File: src/rtl/enc_pipe_pkg.sv
package enc_pipe_pkg;
  localparam int MODE_W = 2;

  typedef enum logic [MODE_W-1:0] {
    PM_SEP_INTRA = 2'b00,
    PM_SEP_INTER = 2'b01,
    PM_MIXED     = 2'b10,
    PM_MIXED_ALT = 2'b11
  } pred_mode_e;

  typedef enum logic [1:0] {
    PH_IDLE  = 2'd0,
    PH_RUN   = 2'd1,
    PH_WRINT = 2'd2,
    PH_DONE  = 2'd3
  } pred_phase_e;

  function automatic logic mode_uses_intra(pred_mode_e m);
    return m != PM_SEP_INTER;
  endfunction

  function automatic logic mode_uses_inter(pred_mode_e m);
    return m != PM_SEP_INTRA;
  endfunction

  function automatic logic mode_is_mixed(pred_mode_e m);
    return (m == PM_MIXED) || (m == PM_MIXED_ALT);
  endfunction
endpackage

File: src/rtl/stage_track.sv
module stage_track (
  input  logic clk,
  input  logic rst,
  input  logic adv,
  input  logic occ_next,
  input  logic done_in,
  output logic vld,
  output logic start,
  output logic complete
);
  logic done_q;

  always_ff @(posedge clk) begin
    if (rst) begin
      vld    <= 1'b0;
      start  <= 1'b0;
      done_q <= 1'b0;
    end else begin
      start <= 1'b0;
      if (adv) begin
        vld    <= occ_next;
        start  <= occ_next;
        done_q <= 1'b0;
      end else if (vld && done_in) begin
        done_q <= 1'b1;
      end
    end
  end

  assign complete = !vld || done_q;

  // a stage that is empty never reports itself finished through a latched done
  p_empty_no_done_r11: assert property (@(posedge clk) disable iff (rst)
    !vld |-> !done_q);
endmodule

File: src/rtl/pred_sched.sv
module pred_sched
  import enc_pipe_pkg::*;
(
  input  logic              clk,
  input  logic              rst,
  input  logic              adv,
  input  logic              enter,
  input  logic [MODE_W-1:0] mode_in,
  input  logic              intra_done,
  input  logic              inter_done,
  output logic              vld,
  output logic              intra_start,
  output logic              inter_start,
  output logic              intra_pwr,
  output logic              inter_pwr,
  output logic              wr_intra,
  output logic              wr_inter,
  output logic              inval,
  output logic              buf_valid,
  output logic              complete
);
  pred_mode_e  mode_q;
  pred_phase_e phase;
  logic        intra_fin;
  logic        inter_pend;
  pred_mode_e  mode_new;

  assign mode_new = pred_mode_e'(mode_in);

  always_ff @(posedge clk) begin
    if (rst) begin
      vld         <= 1'b0;
      mode_q      <= PM_SEP_INTRA;
      phase       <= PH_IDLE;
      intra_start <= 1'b0;
      inter_start <= 1'b0;
      intra_pwr   <= 1'b0;
      inter_pwr   <= 1'b0;
      wr_intra    <= 1'b0;
      wr_inter    <= 1'b0;
      inval       <= 1'b0;
      buf_valid   <= 1'b0;
      intra_fin   <= 1'b0;
      inter_pend  <= 1'b0;
    end else begin
      intra_start <= 1'b0;
      inter_start <= 1'b0;
      wr_intra    <= 1'b0;
      wr_inter    <= 1'b0;
      inval       <= 1'b0;
      if (adv) begin
        vld         <= enter;
        mode_q      <= mode_new;
        phase       <= enter ? PH_RUN : PH_IDLE;
        intra_start <= enter && mode_uses_intra(mode_new);
        inter_start <= enter && mode_uses_inter(mode_new);
        intra_pwr   <= enter && mode_uses_intra(mode_new);
        inter_pwr   <= enter && mode_uses_inter(mode_new);
        intra_fin   <= 1'b0;
        inter_pend  <= 1'b0;
        buf_valid   <= 1'b0;
      end else begin
        case (phase)
          PH_RUN: begin
            if (intra_done && intra_pwr) begin
              intra_pwr <= 1'b0;
              wr_intra  <= 1'b1;
              buf_valid <= 1'b1;
              intra_fin <= 1'b1;
              if (mode_q == PM_SEP_INTRA) phase <= PH_DONE;
            end
            if (inter_done && inter_pwr) inter_pend <= 1'b1;
            if (inter_pend) begin
              if (mode_q == PM_SEP_INTER) begin
                wr_inter  <= 1'b1;
                buf_valid <= 1'b1;
                inter_pwr <= 1'b0;
                phase     <= PH_DONE;
              end else if (intra_fin) begin
                inval     <= 1'b1;
                buf_valid <= 1'b0;
                phase     <= PH_WRINT;
              end
            end
          end
          PH_WRINT: begin
            wr_inter  <= 1'b1;
            buf_valid <= 1'b1;
            inter_pwr <= 1'b0;
            phase     <= PH_DONE;
          end
          default: ;
        endcase
      end
    end
  end

  assign complete = !vld || (phase == PH_DONE);

  // the buffer sees at most one operation per cycle
  p_bufop_onehot_r7: assert property (@(posedge clk) disable iff (rst)
    $onehot0({wr_intra, wr_inter, inval}));
  // an invalidate is always followed by the inter write
  p_inval_then_write_r7: assert property (@(posedge clk) disable iff (rst)
    inval |=> wr_inter);
  // in the mixed schedule the inter write comes right after an invalidate
  p_mixed_wr_after_inval_r7: assert property (@(posedge clk) disable iff (rst)
    (wr_inter && mode_is_mixed(mode_q)) |-> $past(inval));
  // the intra unit is gated off once its result is in the buffer
  p_intra_off_r6: assert property (@(posedge clk) disable iff (rst)
    wr_intra |-> (!intra_pwr && buf_valid));
  // separate schedules keep the other unit gated
  p_sep_intra_gate_r4: assert property (@(posedge clk) disable iff (rst)
    (vld && mode_q == PM_SEP_INTRA) |-> !inter_pwr);
  p_sep_inter_gate_r4: assert property (@(posedge clk) disable iff (rst)
    (vld && mode_q == PM_SEP_INTER) |-> !intra_pwr);
  // no invalidate while the intra result is still outstanding
  p_hold_inter_r8: assert property (@(posedge clk) disable iff (rst)
    (inval && mode_is_mixed(mode_q)) |-> !intra_pwr);
endmodule

File: src/rtl/enc_pipe_ctrl.sv
module enc_pipe_ctrl
  import enc_pipe_pkg::*;
#(
  parameter int N_STAGES   = 4,
  parameter int PRED_STAGE = 1
) (
  input  logic                clk,
  input  logic                rst,
  input  logic                mb_pending,
  input  logic [MODE_W-1:0]   pred_mode,
  input  logic [N_STAGES-1:0] stg_done,
  input  logic                intra_done,
  output logic [N_STAGES-1:0] stg_start,
  output logic [N_STAGES-1:0] stg_valid,
  output logic                intra_start,
  output logic                intra_pwr_en,
  output logic                inter_pwr_en,
  output logic                buf_wr_intra,
  output logic                buf_wr_inter,
  output logic                buf_inval,
  output logic                buf_valid
);
  logic [N_STAGES-1:0] occ_next;
  logic [N_STAGES-1:0] complete;
  logic                adv;

  assign adv = &complete;

  genvar gi;
  generate
    for (gi = 0; gi < N_STAGES; gi++) begin : g_stage
      if (gi == 0) begin : g_head
        assign occ_next[gi] = mb_pending;
      end else begin : g_tail
        assign occ_next[gi] = stg_valid[gi-1];
      end

      if (gi == PRED_STAGE) begin : g_pred
        pred_sched u_pred (
          .clk        (clk),
          .rst        (rst),
          .adv        (adv),
          .enter      (occ_next[gi]),
          .mode_in    (pred_mode),
          .intra_done (intra_done),
          .inter_done (stg_done[gi]),
          .vld        (stg_valid[gi]),
          .intra_start(intra_start),
          .inter_start(stg_start[gi]),
          .intra_pwr  (intra_pwr_en),
          .inter_pwr  (inter_pwr_en),
          .wr_intra   (buf_wr_intra),
          .wr_inter   (buf_wr_inter),
          .inval      (buf_inval),
          .buf_valid  (buf_valid),
          .complete   (complete[gi])
        );
      end else begin : g_plain
        stage_track u_trk (
          .clk     (clk),
          .rst     (rst),
          .adv     (adv),
          .occ_next(occ_next[gi]),
          .done_in (stg_done[gi]),
          .vld     (stg_valid[gi]),
          .start   (stg_start[gi]),
          .complete(complete[gi])
        );
      end
    end
  endgenerate

  // reset clears occupancy, buffer state and gates
  p_reset_clear_r1: assert property (@(posedge clk)
    rst |=> (stg_valid == '0 && !buf_valid && !intra_pwr_en && !inter_pwr_en));
  // without an advance, occupancy holds
  p_hold_r2: assert property (@(posedge clk) disable iff (rst)
    !adv |=> $stable(stg_valid));
  // an advance shifts occupancy by one stage
  p_shift_r2: assert property (@(posedge clk) disable iff (rst)
    adv |=> (stg_valid == {$past(stg_valid[N_STAGES-2:0]), $past(mb_pending)}));
  // an advance empties the shared buffer
  p_adv_clears_buf_r10: assert property (@(posedge clk) disable iff (rst)
    adv |=> !buf_valid);
endmodule

File: config.mk
export PLATFORM = sky130hd
export DESIGN_NAME = enc_pipe_ctrl
export DESIGN_NICKNAME = d
export VERILOG_FILES = /design/src/rtl/enc_pipe_pkg.sv /design/src/rtl/stage_track.sv /design/src/rtl/pred_sched.sv /design/src/rtl/enc_pipe_ctrl.sv
export SDC_FILE = /design/constraint.sdc
export NUM_CORES = 1
export LEC_CHECK = 0
export BUFFER_PORTS_ARGS = -buffer_cell sky130_fd_sc_hd__buf_2
export CELL_PAD_IN_SITES_DETAIL_PLACEMENT = 0
export CELL_PAD_IN_SITES_GLOBAL_PLACEMENT = 1
export CORE_MARGIN = 2
export CORE_UTILIZATION = 30
export CTS_CLUSTER_SIZE = 8
export DETAILED_ROUTE_END_ITERATION = 8
export GPL_TIMING_DRIVEN = 0
export PLACE_DENSITY_LB_ADDON = 0.1
export SLEW_MARGIN = 20
export SYNTH_ARGS = -nofsm -noshare
export SYNTH_HDL_FRONTEND = slang
export SYNTH_SLANG_ARGS = --single-unit
File: constraint.sdc
create_clock -name clk -period 3.9 [get_ports clk]
set_input_delay 0.585 -clock clk [delete_from_list [all_inputs] [get_ports clk]]
set_output_delay 0.585 -clock clk [all_outputs]
set_load 0.02 [all_outputs]
# Yosys cells after proc, flatten, opt, wreduce, memory -nomap -nowiden
# Index checks and enable logic that the tools add are counted.
[op_classes]
n_reduce_logical = 30
n_mux = 25
bitwise_logic = 3
n_eq_ne = 7
[ops]
columns = ["cell", "n"]
rows = [
  ["1-bit two-way mux", 15],
  ["2-bit two-way mux", 6],
  ["2-bit nonzero test", 4],
  ["1-bit logical AND", 7],
  ["3-bit by 2-bit != test with 1-bit output, second input constant", 2],
  ["1-bit one-hot mux with 2 select lines", 3],
  ["2-bit AND reduction", 3],
  ["5-bit OR reduction", 1],
  ["2-bit by 1-bit equality test with 1-bit output, second input constant", 2],
  ["2-bit equality test, second input constant", 2],
  ["1-bit logical NOT", 4],
  ["1-bit logical OR", 4],
  ["2-bit one-hot mux with 2 select lines", 1],
  ["4-bit AND reduction", 1],
  ["2-bit OR reduction", 2],
  ["1-bit NOT", 3],
  ["3-bit AND reduction", 1],
  ["3-bit nonzero test", 1],
  ["3-bit OR reduction", 1],
  ["2-bit logical NOT", 1],
  ["2-bit by 1-bit != test with 1-bit output, second input constant", 1],
]
[totals]
out_inout_bits = 15
elab_cells = 87
inputBits = 10
register_bits = 24

# Logic depth before layout (Yosys ltp)
# Gate-level depths: netlist (run 1).
[depth]
word_depth = 8
ltp_mapped = 7
mapped_depth_nobuf = 6

# Modules after synthesis
# A second synthesis (run 1) with hierarchy kept.
[hier_totals]
hier_cells = 101
area_unflattened_um2 = 952.2
[modules_own_cells]
columns = ["mod", "instances", "cells_each", "area_each_um2", "seq_area_each_um2"]
rows = [
  ["pred_sched", 1, 70, 646.9, 300.3],
  ["stage_track", 3, 10, 98.8, 60.1],
  ["enc_pipe_ctrl", 1, 1, 8.8, 0.0],
]

# Worst setup path after synthesis (run 1)
# Ideal clock, no wire load.
[synth_path]
path_kind = "reg2reg"
from = "register g_stage[1].g_pred.u_pred.phase[1]"
to = "register g_stage[1].g_pred.u_pred.inter_pwr"
path_buffers = 1
period_less_slack_ns = 1.486
slack_ns = 2.414
setup_time_ns = 0.070
path_stages_with_launch = 8
t_arrival_ns = 1.415
required_time_ns = 3.830
path_cell_list = "dfxtp_1 -> inv_1 -> ha_1 -> clkbuf_1 -> nor2_1 -> a21oi_1 -> or3b_1 -> a21oi_1"
[synth_between]
elab_chain_len = 5
elab_cells_between_ends = 11
cone_classes = "eq/ne (5); mux (2); reduce/logical (4)"
[synth_rtl]
columns = ["item", "line_no", "rtl"]
rows = [
  ["from (decl)", "pred_sched.sv:23", "pred_phase_e phase;"],
  ["from (signal assigned)", "pred_sched.sv:54", "phase <= enter ? PH_RUN : PH_IDLE;"],
  ["2-bit equality test", "pred_sched.sv:98", "assign complete = !vld || (phase == PH_DONE);"],
  ["1-bit logical OR", "pred_sched.sv:98", ""],
  ["4-bit AND reduction", "enc_pipe_ctrl.sv:27", "assign adv = &complete;"],
  ["3-bit by 2-bit != test with 1-bit output (no source line) / 3-bit nonzero test (equally long branches)", "-", ""],
  ["3-bit AND reduction (no source line)", "-", ""],
  ["to (signal assigned)", "pred_sched.sv:58", "inter_pwr <= enter && mode_uses_inter(mode_new);"],
  ["to (decl)", "pred_sched.sv:15", "output logic inter_pwr,"],
]
# Parallel ways exist; a longest one is shown, timed or not.
# A chain may end at the register's enable or synchronous reset.

# Worst setup path after layout (run 1)
# Ends and elaborated chain as after synthesis.

==> impl_metrics.yaml, run 1 <==
detailed_routing:
  vias: 806
  avgViaCountPerCell: 4.45
  firstDrtPassIters: 4
  final_antenna_net_count: 0
  drcViolationCount: 0
  first_iter_violations: 23
  wl_um: 2050
  wl_per_cell_um: 11.3
setup_path:
  cp_num_cells: 7
  reg2reg_from: "g_stage[1].g_pred.u_pred.phase[1]"
  critPathKind: "reg2reg"
  ff2ff_path_depth: 7
  slowest_stage: "dfxtp_1"
  crit_end: "g_stage[1].g_pred.u_pred.inter_pwr"
  required_ps: 4150
  crit_start: "g_stage[1].g_pred.u_pred.phase[1]"
  crit_top_cell: "a21oi_1"
  end_kind: "flip-flop"
  crit_arrival_ps: 2000
  timing.rr.end: "g_stage[1].g_pred.u_pred.inter_pwr"
  crit_fanout: 8
  crit_chain: "inv_1 -> ha_1 -> clkbuf_1 -> nor2_1 -> a21oi_1 -> or3b_1 -> a21oi_1"
  path_buf_inv: 2
  regToRegSetupSlack_ps: 2150
  cp_top_family: "simple AND/OR/NAND/NOR gates"
  cpPeakStageDelay_ps: 410
  start_kind: "flip-flop"
yosys:
  synth_seq_cells: 24
  ys_seq_area_share_pct: 45.6
  yosys.area.top_type_share_pct: 45.6
  syn_area_per_cell_um2: 9.85
  synth_nets: 120
  syn_inst: 107
  ys_warn_count: 0
  ys.flop_type: "dfxtp_1"
  postSynth.asyncResetShare_pct: 0
  syn_area_um2: 1050
  synth_area_leaders: "dfxtp_1 46%, buf_4 5.7%, mux2i_1 4.8%"
  synth_top_area_cell: "dfxtp_1"
  synthDistinctLibCells: 35
  synth_edf_count: 0
timing:
  finalWorstSetupSlack_ps: 2150
  skew_ps: 2.60
  timing.setup.tns_ps: 0
  finalCritPeriodShare_pct: 44.9
  hold_violations: 0
  slew_viol_final: 0
  fin_crit_ps: 1750
  fmax_mhz: 571
  max_slew_margin_pct: 68.2
  fin_hold_ws_ps: 476
  setup_violations: 0
  rsz0062_at_grt: "no"
  worst_slew_pin_slew_ps: 477
placed_design:
  hpwl_um: 1470
  io_buffer_count: 24
  gp_congestion: 0.728
  dp_slack_ps: 2210
  dp.cells: 177
cells_and_area:
  drive_gt1_share_pct: 31.9
  multi_input_area_um2: 468
  area.growth.synth_to_final_pct: 20.3
  seqCellArea_um2: 480
  fillers: 374
  final_net_count: 149
  fin_cells: 181
  num_antenna_cells: 0
global_route:
  grt_util_all_layers_pct: 11.0
  gr-total-overflow: 0
  grt_max_degree: 14
  antenna_found_initial: 0
  grt_pass1_vias: 729
  grt_pass1_wl_um: 3420
floorplanning:
  start_util_pct: 31.3
  num_rows: 21
  ios: 25
  die_h_um: 63.3
  die_w_um: 63.3
  dieArea_um2: 4000
  core_area_um2: 3360
cts:
  cts_root_buffer: "clkbuf_4"
  ctsResizeCount: 0
  clock_latency_ps: 310
  cts_buffer_depth: 2
  cts.htree.levels: 1
  clock-sinks: 24
  postCtsSetupBuffers: 0
  cts_tree: "built"
  cts_hold_buf: 0
  clkTransAtPathRegs_ps: 130
  cts_buffers: 3
power_and_ir_drop:
  ir_drop_mv: 0.222
  p_per_area_nw_per_um2: 397
  finalPower_mw: 0.503
  static-leakage-power_nw: 0.575
job:
  max_cap_viol_count: 0
run_status:
  status: "finished, final reports clean"
min_path:
  holdPathStages: 2
  min-delay-path-class: "reg2reg"
## logic make-up (layout without fill, tap and decap cells)
group	after synthesis	count (layout)	synth area share (%)
fa+ha+maj	3	3	3.56
simple gates	39	39	21.9
mux	5	5	4.75
flops	24	24	45.6
compound gates	20	20	14.3
buf+inv	16	44	9.98
## sequential cells by signal (all words and copies together) (netlist names), 2 cells and up
register and flops:
g_stage.g_plain.u_trk.start 3, g_stage.g_plain.u_trk.done_q 3, g_stage.g_pred.u_pred.phase 2, g_stage.g_plain.u_trk.vld 3
g_stage.g_pred.u_pred.mode_q 2
## worst min-delay path: stages (launching register included)
cell      delay [ps]
dfxtp_1          340
inv_1             50
a221oi_1          60
## power by group
group          total, mW  leakage (nW)  internal (mW)  switching (mW)
registers          0.270         0.195          0.257          0.0126
logic              0.102         0.359         0.0489          0.0532
clock network      0.132        0.0210         0.0570          0.0749
total              0.503         0.575          0.363           0.141
## worst min path at each step
stage | startpoint | to | slack (ps)
final | g_stage[1].g_pred.u_pred.buf_valid | g_stage[1].g_pred.u_pred.buf_valid | 480
after floorplan | g_stage[0].g_plain.u_trk.done_q | g_stage[0].g_plain.u_trk.done_q | 430
after detailed placement | g_stage[0].g_plain.u_trk.done_q | g_stage[0].g_plain.u_trk.done_q | 460
after global placement | g_stage[0].g_plain.u_trk.done_q | g_stage[0].g_plain.u_trk.done_q | 450
after CTS | mb_pending | g_stage[0].g_plain.u_trk.start | 470
after global routing | mb_pending | g_stage[0].g_plain.u_trk.start | 450
## cell usage after synthesis (3+ instances only)
cell / number
a31oi_1: 3
and2_1: 3
mux2i_1: 5
ha_1: 3
inv_1: 4
nor2_1: 13
a21oi_1: 9
buf_4: 8
dfxtp_1: 24
nand2_1: 4
## cells in the final DEF (no fill, tap or decap), types with 3 or more instances in the layout
cell and count:
buf_4 8, clkbuf_4 3, dfxtp_1 24, a21oi_1 9, nand2_1 4, mux2i_1 5, nor2_1 13, and2_1 3
a31oi_1 3, buf_2 24, ha_1 3, inv_1 4
## cell type report
class | count | share of cell area, %
sequential | 24 | 37.9
tap | 46 | 4.54
timing repair buffer | 24 | 9.48
clock buffer | 4 | 2.86
multi-input combinational | 67 | 36.9
buffer | 12 | 7.11
inverter | 4 | 1.18
## through the flow
step | utilization, % | area [um^2]
detailed placement | 36.6 | 1230
global placement | 36.6 | 1230
finish | 37.7 | 1270
global route | 37.7 | 1270
CTS | 37.7 | 1270
floorplan | - | 1050
## metal layers
layer / GRT usage (%) / part of all wire, % / vias up
met2: 16.2 / 45 / 22
li1: - / - / 416
met5: 0 / 0 / -
met3: 4.11 / 5.3 / 2
met1: 14.9 / 49 / 366
met4: 3.26 / 0.88 / 0
(Power assumes the default switching activity.)
==> run 2: changes to the inputs <==
--- a/config.mk
+++ b/config.mk
@@ -5,6 +5,7 @@
 export SDC_FILE = /design/constraint.sdc
 export NUM_CORES = 1
 export LEC_CHECK = 0
+export ABC_AREA = 1
 export BUFFER_PORTS_ARGS = -buffer_cell sky130_fd_sc_hd__buf_2
 export CELL_PAD_IN_SITES_DETAIL_PLACEMENT = 0
 export CELL_PAD_IN_SITES_GLOBAL_PLACEMENT = 1
==> constraint.sdc (replaced) <==
create_clock -name clk -period 1.7 [get_ports clk]
set_input_delay 0.255 -clock clk [delete_from_list [all_inputs] [get_ports clk]]
set_output_delay 0.255 -clock clk [all_outputs]
set_load 0.02 [all_outputs]
==> run 2 against run 1 <==
Net effect: combinational power grew to 7.2 times the previous value; critical path type unchanged; highest routed layer unchanged; clock skew grew 8.2 ps; clock power grew 130%; sequential share of layout area shrank 0.84 points; die area grew 2.6%; critical endpoint is now g_stage[1].g_pred.u_pred.phase[1]; design area grew 2.3%; critical path depth is the same; non-clock buffer count shrank 2; worst hold slack lost 300 ps; clock-buffer cell count is the same; largest power group is now combinational cells.
==> impl_metrics.yaml, run 2 <==
floorplanning:
  ios: 25
  core_area_um2: 3390
  start_util_pct: 31.9
  die_h_um: 64.1
  dieArea_um2: 4100
  die_w_um: 64.1
  num_rows: 21
cells_and_area:
  drive_gt1_share_pct: 34.0
  area.growth.synth_to_final_pct: 19.8
  mostFrequentLayoutCells: "24 x dfxtp_1, 24 x buf_2, 21 x inv_1, 21 x nand2_1, 18 x nor2_1"
  fin_area_um2: 1300
  reg.largest.list: "g_stage.g_plain.u_trk.done_q: 3 flops, g_stage.g_plain.u_trk.start: 3 flops, g_stage.g_plain.u_trk.vld: 3 flops"
  final_net_count: 176
  num_antenna_cells: 0
power_and_ir_drop:
  power.switching_mw: 0.686
  p_sw_share_pct: 39.4
  pwr-share-clk_pct: 17.6
  static-leakage-power_nw: 0.617
  power.share.combinational_pct: 41.9
  p_seq_share_pct: 40.5
  ir_drop_mv: 0.585
  p_per_area_nw_per_um2: 1340
  power.internal_mw: 1.06
setup_path:
  reg2reg_from: "g_stage[1].g_pred.u_pred.phase[1]"
  crit_fanout: 5
  crit_arrival_ps: 1620
  required_ps: 1940
  crit_start: "g_stage[1].g_pred.u_pred.phase[1]"
  critPathKind: "reg2reg"
  timing.rr.end: "g_stage[1].g_pred.u_pred.phase[1]"
  start_kind: "flip-flop"
  ff2ff_path_depth: 7
  end_kind: "flip-flop"
  regToRegSetupSlack_ps: 320
  crit_end: "g_stage[1].g_pred.u_pred.phase[1]"
detailed_routing:
  vias: 870
  final_antenna_net_count: 0
  avgViaCountPerCell: 4.18
  drcViolationCount: 0
  first_iter_violations: 17
  wl_per_cell_um: 9.91
  firstDrtPassIters: 4
  wl_um: 2060
cts:
  cts_buffer_depth: 2
  clock_latency_ps: 320
  cts_hold_buf: 0
  cts_tree: "built"
  cts_root_buffer: "clkbuf_4"
  ctsResizeCount: 0
  cts.htree.levels: 1
  cts_buffers: 3
  clkTransAtPathRegs_ps: 140
  clock-sinks: 24
  postCtsSetupBuffers: 0
yosys:
  synth_mux_area_share_pct: 0
  ys_warn_count: 0
  syn_area_um2: 1080
  synthDistinctLibCells: 21
  synthAdderAreaFrac_pct: 3.47
  synth-compound-area-share_pct: 13.3
  synth-xor-area-share_pct: 0
  synth_top_family_by_area: "simple AND/OR/NAND/NOR gates"
  synth_nets: 147
  syn_area_per_cell_um2: 8.08
  ys.flop_type: "dfxtp_1"
  yosys.area.top_type_share_pct: 44.4
  synth_edf_count: 0
  syn_inst: 134
  ys_seq_area_share_pct: 44.4
  synth_simple_gate_area_share_pct: 23.6
  yosysMostFrequentCell: "dfxtp_1"
  synth_seq_cells: 24
  synth_top_area_cell: "dfxtp_1"
  postSynth.asyncResetShare_pct: 0
  synth_area_leaders: "dfxtp_1 44%, inv_1 7.3%, nand2_1 7.3%"
  synth_common_cells: "24 x dfxtp_1, 21 x inv_1, 21 x nand2_1, 18 x nor2_1, 8 x buf_4"
global_route:
  gr-total-overflow: 0
  grt_pass1_vias: 809
  antenna_found_initial: 0
  grt_max_degree: 14
  grt_util_all_layers_pct: 10.9
  grt_pass1_wl_um: 3440
placed_design:
  io_buffer_count: 24
  place_area_um2: 1260
  gp_congestion: 0.700
  hpwl_um: 1600
timing:
  fmax_mhz: 723
  worst_slew_pin_slew_ps: 303
  slew_viol_final: 0
  finalCritPeriodShare_pct: 81.3
  rsz0062_at_grt: "no"
  setup_violations: 0
  skew_ps: 10.8
  max_slew_margin_pct: 79.6
  fin_crit_ps: 1380
  hold_violations: 0
  timing.setup.tns_ps: 0
run_status:
  status: "finished, final reports clean"
min_path:
  min-delay-path-class: "in2reg"
job:
  max_cap_viol_count: 0
==> run 2: cell families (layout without fill, tap and decap cells) <==
group                      Yosys count  count (layout)
and+or+nand+nor                     55              55
AOI/OAI and AO/OA                   20              20
DFF                                 24              24
buffers and inverters               32              60
adders and majority gates            3               3
==> run 2: routing by layer <==
| metal | vias up | share of wire, % | routed length [um] | track usage, % |
|---|---|---|---|---|
| met1 | 377 | 52 | 1070 | 14.9 |
| met2 | 21 | 42 | 860 | 16.4 |
| met4 | 0 | 2.2 | 46 | 5.71 |
| li1 | 467 | - | - | - |
| met3 | 5 | 4.3 | 88 | 1.58 |
| met5 | - | 0 | 0 | 0 |
==> run 2: metrics by stage <==
| stage | hold slack, ps | power [mW] | setup slack, ps | instances | util [%] |
|---|---|---|---|---|---|
| 2_1_floorplan | 394 | 1.28 | 488 | 134 | - |
| 3_3_place_gp | 450 | 1.46 | 309 | 204 | 37.2 |
| 3_5_place_dp | 457 | 1.46 | 325 | 204 | 37.2 |
| 4_1_cts | 168 | 1.77 | 299 | 208 | 38.2 |
| 5_1_grt | 170 | 1.88 | 208 | 208 | 38.2 |
| 6_report | 172 | 1.74 | 317 | 208 | 38.2 |
==> run 2: worst min-delay path by stage <==
stage / from / endpoint / slack (ps) / depth (start not counted)
floorplan: pred_mode[1] / g_stage[1].g_pred.u_pred.mode_q[1] / 390 / 2
global placement: g_stage[1].g_pred.u_pred.intra_fin / g_stage[1].g_pred.u_pred.intra_fin / 450 / 1
detailed placement: g_stage[1].g_pred.u_pred.intra_fin / g_stage[1].g_pred.u_pred.intra_fin / 460 / 1
CTS: mb_pending / g_stage[0].g_plain.u_trk.start / 170 / 3
global route: stg_done[3] / g_stage[3].g_plain.u_trk.done_q / 170 / 3
finish: mb_pending / g_stage[0].g_plain.u_trk.start / 170 / 3
==> run 2: critical path: stages (launching register included) <==
cell and delay (ps):
dfxtp_1 390, inv_1 80, ha_1 250, inv_1 130, nand2_1 140, o21bai_1 190
nand2_1 70, a21oi_2 40
==> run 2: cell type report <==
type                       count  area (um^2)
timing repair buffer          24          120
sequential                    24          480
inverter                      22         82.6
fill                         376         2090
clock buffer                   4         36.3
multi-input combinational     78          437
buffer                        10         82.6
tap                           46         57.6
==> run 2: power by group through the flow <==
stage | sequential (mW) | clock (mW) | combinational [mW]
6_report | 0.705 | 0.306 | 0.730
2_1_floorplan | 0.725 | 0 | 0.558
4_1_cts | 0.705 | 0.320 | 0.747
3_5_place_dp | 0.718 | 0 | 0.744
3_3_place_gp | 0.719 | 0 | 0.746
5_1_grt | 0.718 | 0.346 | 0.813
==> run 3: changes to the inputs <==
==> constraint.sdc (replaced) <==
create_clock -name clk -period 1.3 [get_ports clk]
set_input_delay 0.195 -clock clk [delete_from_list [all_inputs] [get_ports clk]]
set_output_delay 0.195 -clock clk [all_outputs]
set_load 0.02 [all_outputs]
==> run 3 against run 2 <==
Net effect: the run now ends with setup timing left; setup slack got worse by 360 ps; first-iteration DRC count rose by 5.9%; flip-flop and latch count did not move; total power rose by 49%; clock-buffer cell count did not move; clock skew fell by 3.0 ps; highest routed layer unchanged; via count rose by 4.1%; cell count rose by 3.4%; sequential share of layout area fell by 3.5 points; sequential power rose by 32%; clock power rose by 30%; combinational power rose by 73%.
==> impl_metrics.yaml, run 3 (synthesized netlist as in run 2, its figures left out) <==
run_status:
  status: "complete, but fails checks"
  violations: "setup timing"
global_route:
  antenna_found_initial: 0
  use_met3_pct: 1.58
  grt_util_all_layers_pct: 10.9
  busiest_layer: "met2"
  gr-usage-met1_pct: 15.0
  met2_usage_pct: 16.4
  gr-total-overflow: 0
  grt_max_degree: 14
  grt_pass1_wl_um: 3460
  grt_pass1_vias: 808
floorplanning:
  ios: 25
  start_util_pct: 31.9
  core_area_um2: 3390
  die_h_um: 64.1
  die_w_um: 64.1
  dieArea_um2: 4100
  num_rows: 21
timing:
  rsz0062_at_grt: "yes"
  fmax_mhz: 744
  setup_violations: 3
  worst_slew_pin_slew_ps: 493
  fin_crit_ps: 1340
  finalCritPeriodShare_pct: 103
  skew_ps: 7.80
  slew_viol_final: 0
  max_slew_margin_pct: 66.8
  finalWorstSetupSlack_ps: -44.1
  hold_violations: 0
power_and_ir_drop:
  static-leakage-power_nw: 0.666
  p_per_area_nw_per_um2: 1790
  power.internal_mw: 1.57
  p_seq_share_pct: 35.9
  ir_drop_mv: 1.15
  pwr-share-clk_pct: 15.4
  finalPower_mw: 2.59
  p_sw_share_pct: 39.4
  power.share.combinational_pct: 48.7
  power.switching_mw: 1.02
min_path:
  holdPathStages: 3
  min-delay-path-class: "in2reg"
placed_design:
  io_buffer_count: 24
  dp.cells: 204
  hpwl_um: 1600
  place_area_um2: 1260
  dp_slack_ps: -74.8
  gp_congestion: 0.700
cells_and_area:
  multi_input_area_um2: 507
  reg.largest.list: "g_stage.g_plain.u_trk.done_q: 3 flops, g_stage.g_plain.u_trk.start: 3 flops, g_stage.g_plain.u_trk.vld: 3 flops"
  area.growth.synth_to_final_pct: 33.4
  num_antenna_cells: 0
  fillers: 368
  seqCellArea_um2: 484
  layout_commonest_cell: "buf_2"
  fin_cells: 215
  postLayoutCoreUtil_pct: 42.6
  fin_area_um2: 1440
  final_net_count: 183
  drive_gt1_share_pct: 46.7
  mostFrequentLayoutCells: "24 x buf_2, 21 x dfxtp_1, 18 x nand2_1"
cts:
  cts_tree: "built"
  cts_hold_buf: 0
  cts_root_buffer: "clkbuf_4"
  cts_buffer_depth: 2
  clkTransAtPathRegs_ps: 140
  cts_buffers: 3
  clock-sinks: 24
  clock_latency_ps: 320
  cts.htree.levels: 1
setup_path:
  crit_arrival_ps: 1600
  start_kind: "flip-flop"
  end_kind: "flip-flop"
  required_ps: 1550
  ff2ff_path_depth: 8
  crit_fanout: 5
  critPathKind: "reg2reg"
detailed_routing:
  first_iter_violations: 18
  wl_per_cell_um: 10.4
  drcViolationCount: 0
  vias: 906
  avgViaCountPerCell: 4.21
  wl_um: 2250
  final_antenna_net_count: 0
  firstDrtPassIters: 4
job:
  max_cap_viol_count: 0
## run 3: path summary, 6_finish.rpt
check / from / slack (ps) / to
max: g_stage[1].g_pred.u_pred.phase[1] / -40 / g_stage[2].g_plain.u_trk.vld
min: mb_pending / 110 / g_stage[0].g_plain.u_trk.start
max reg2reg: g_stage[1].g_pred.u_pred.phase[1] / -40 / g_stage[2].g_plain.u_trk.vld
min reg2reg: g_stage[1].g_pred.u_pred.inter_pend / 480 / g_stage[1].g_pred.u_pred.inter_pend
## run 3: area by class of cell
cell class | count | share of cell area, %
Multi-Input combinational cell | 78 | 35.1
Sequential cell | 24 | 33.5
Timing Repair Buffer | 31 | 13.2
Buffer | 10 | 5.98
Inverter | 22 | 5.72
Tap cell | 46 | 3.99
Clock buffer | 4 | 2.51
## run 3: power groups by stage
stage | Clock, mW | Sequential (mW) | Combinational [mW]
floorplan | 0 | 0.948 | 0.730
global placement | 0 | 0.940 | 0.975
detailed placement | 0 | 0.939 | 0.973
CTS | 0.419 | 0.925 | 0.981
global route | 0.452 | 0.945 | 1.37
finish | 0.399 | 0.928 | 1.26
## run 3: critical path, stage by stage, from the launching register on
cell	delay [ps]
dfxtp_2	390
ha_4	140
inv_2	30
nand2_2	60
nand2_4	70
nor2_4	210
nand2_4	90
buf_8	140
o22ai_2	140
## run 3: what timing repair did
item,in CTS,in global routing
setup endpoints to repair,10,22
resized for setup,4,22
pin swaps,1,6
gates cloned,0,1
setup buffers,0,6
## run 3: metal layers
layer	up-vias	wire length, um
met2	22	996
met3	4	86
met4	0	34
li1	476	-
met5	-	0
met1	404	1130
## run 3: per-stage QoR
step	hold slack (ps)	TNS (ps)
after floorplan	334	0
after global placement	440	-252
after detailed placement	450	-151
after CTS	108	0
after global routing	110	-867
final	114	-83.0
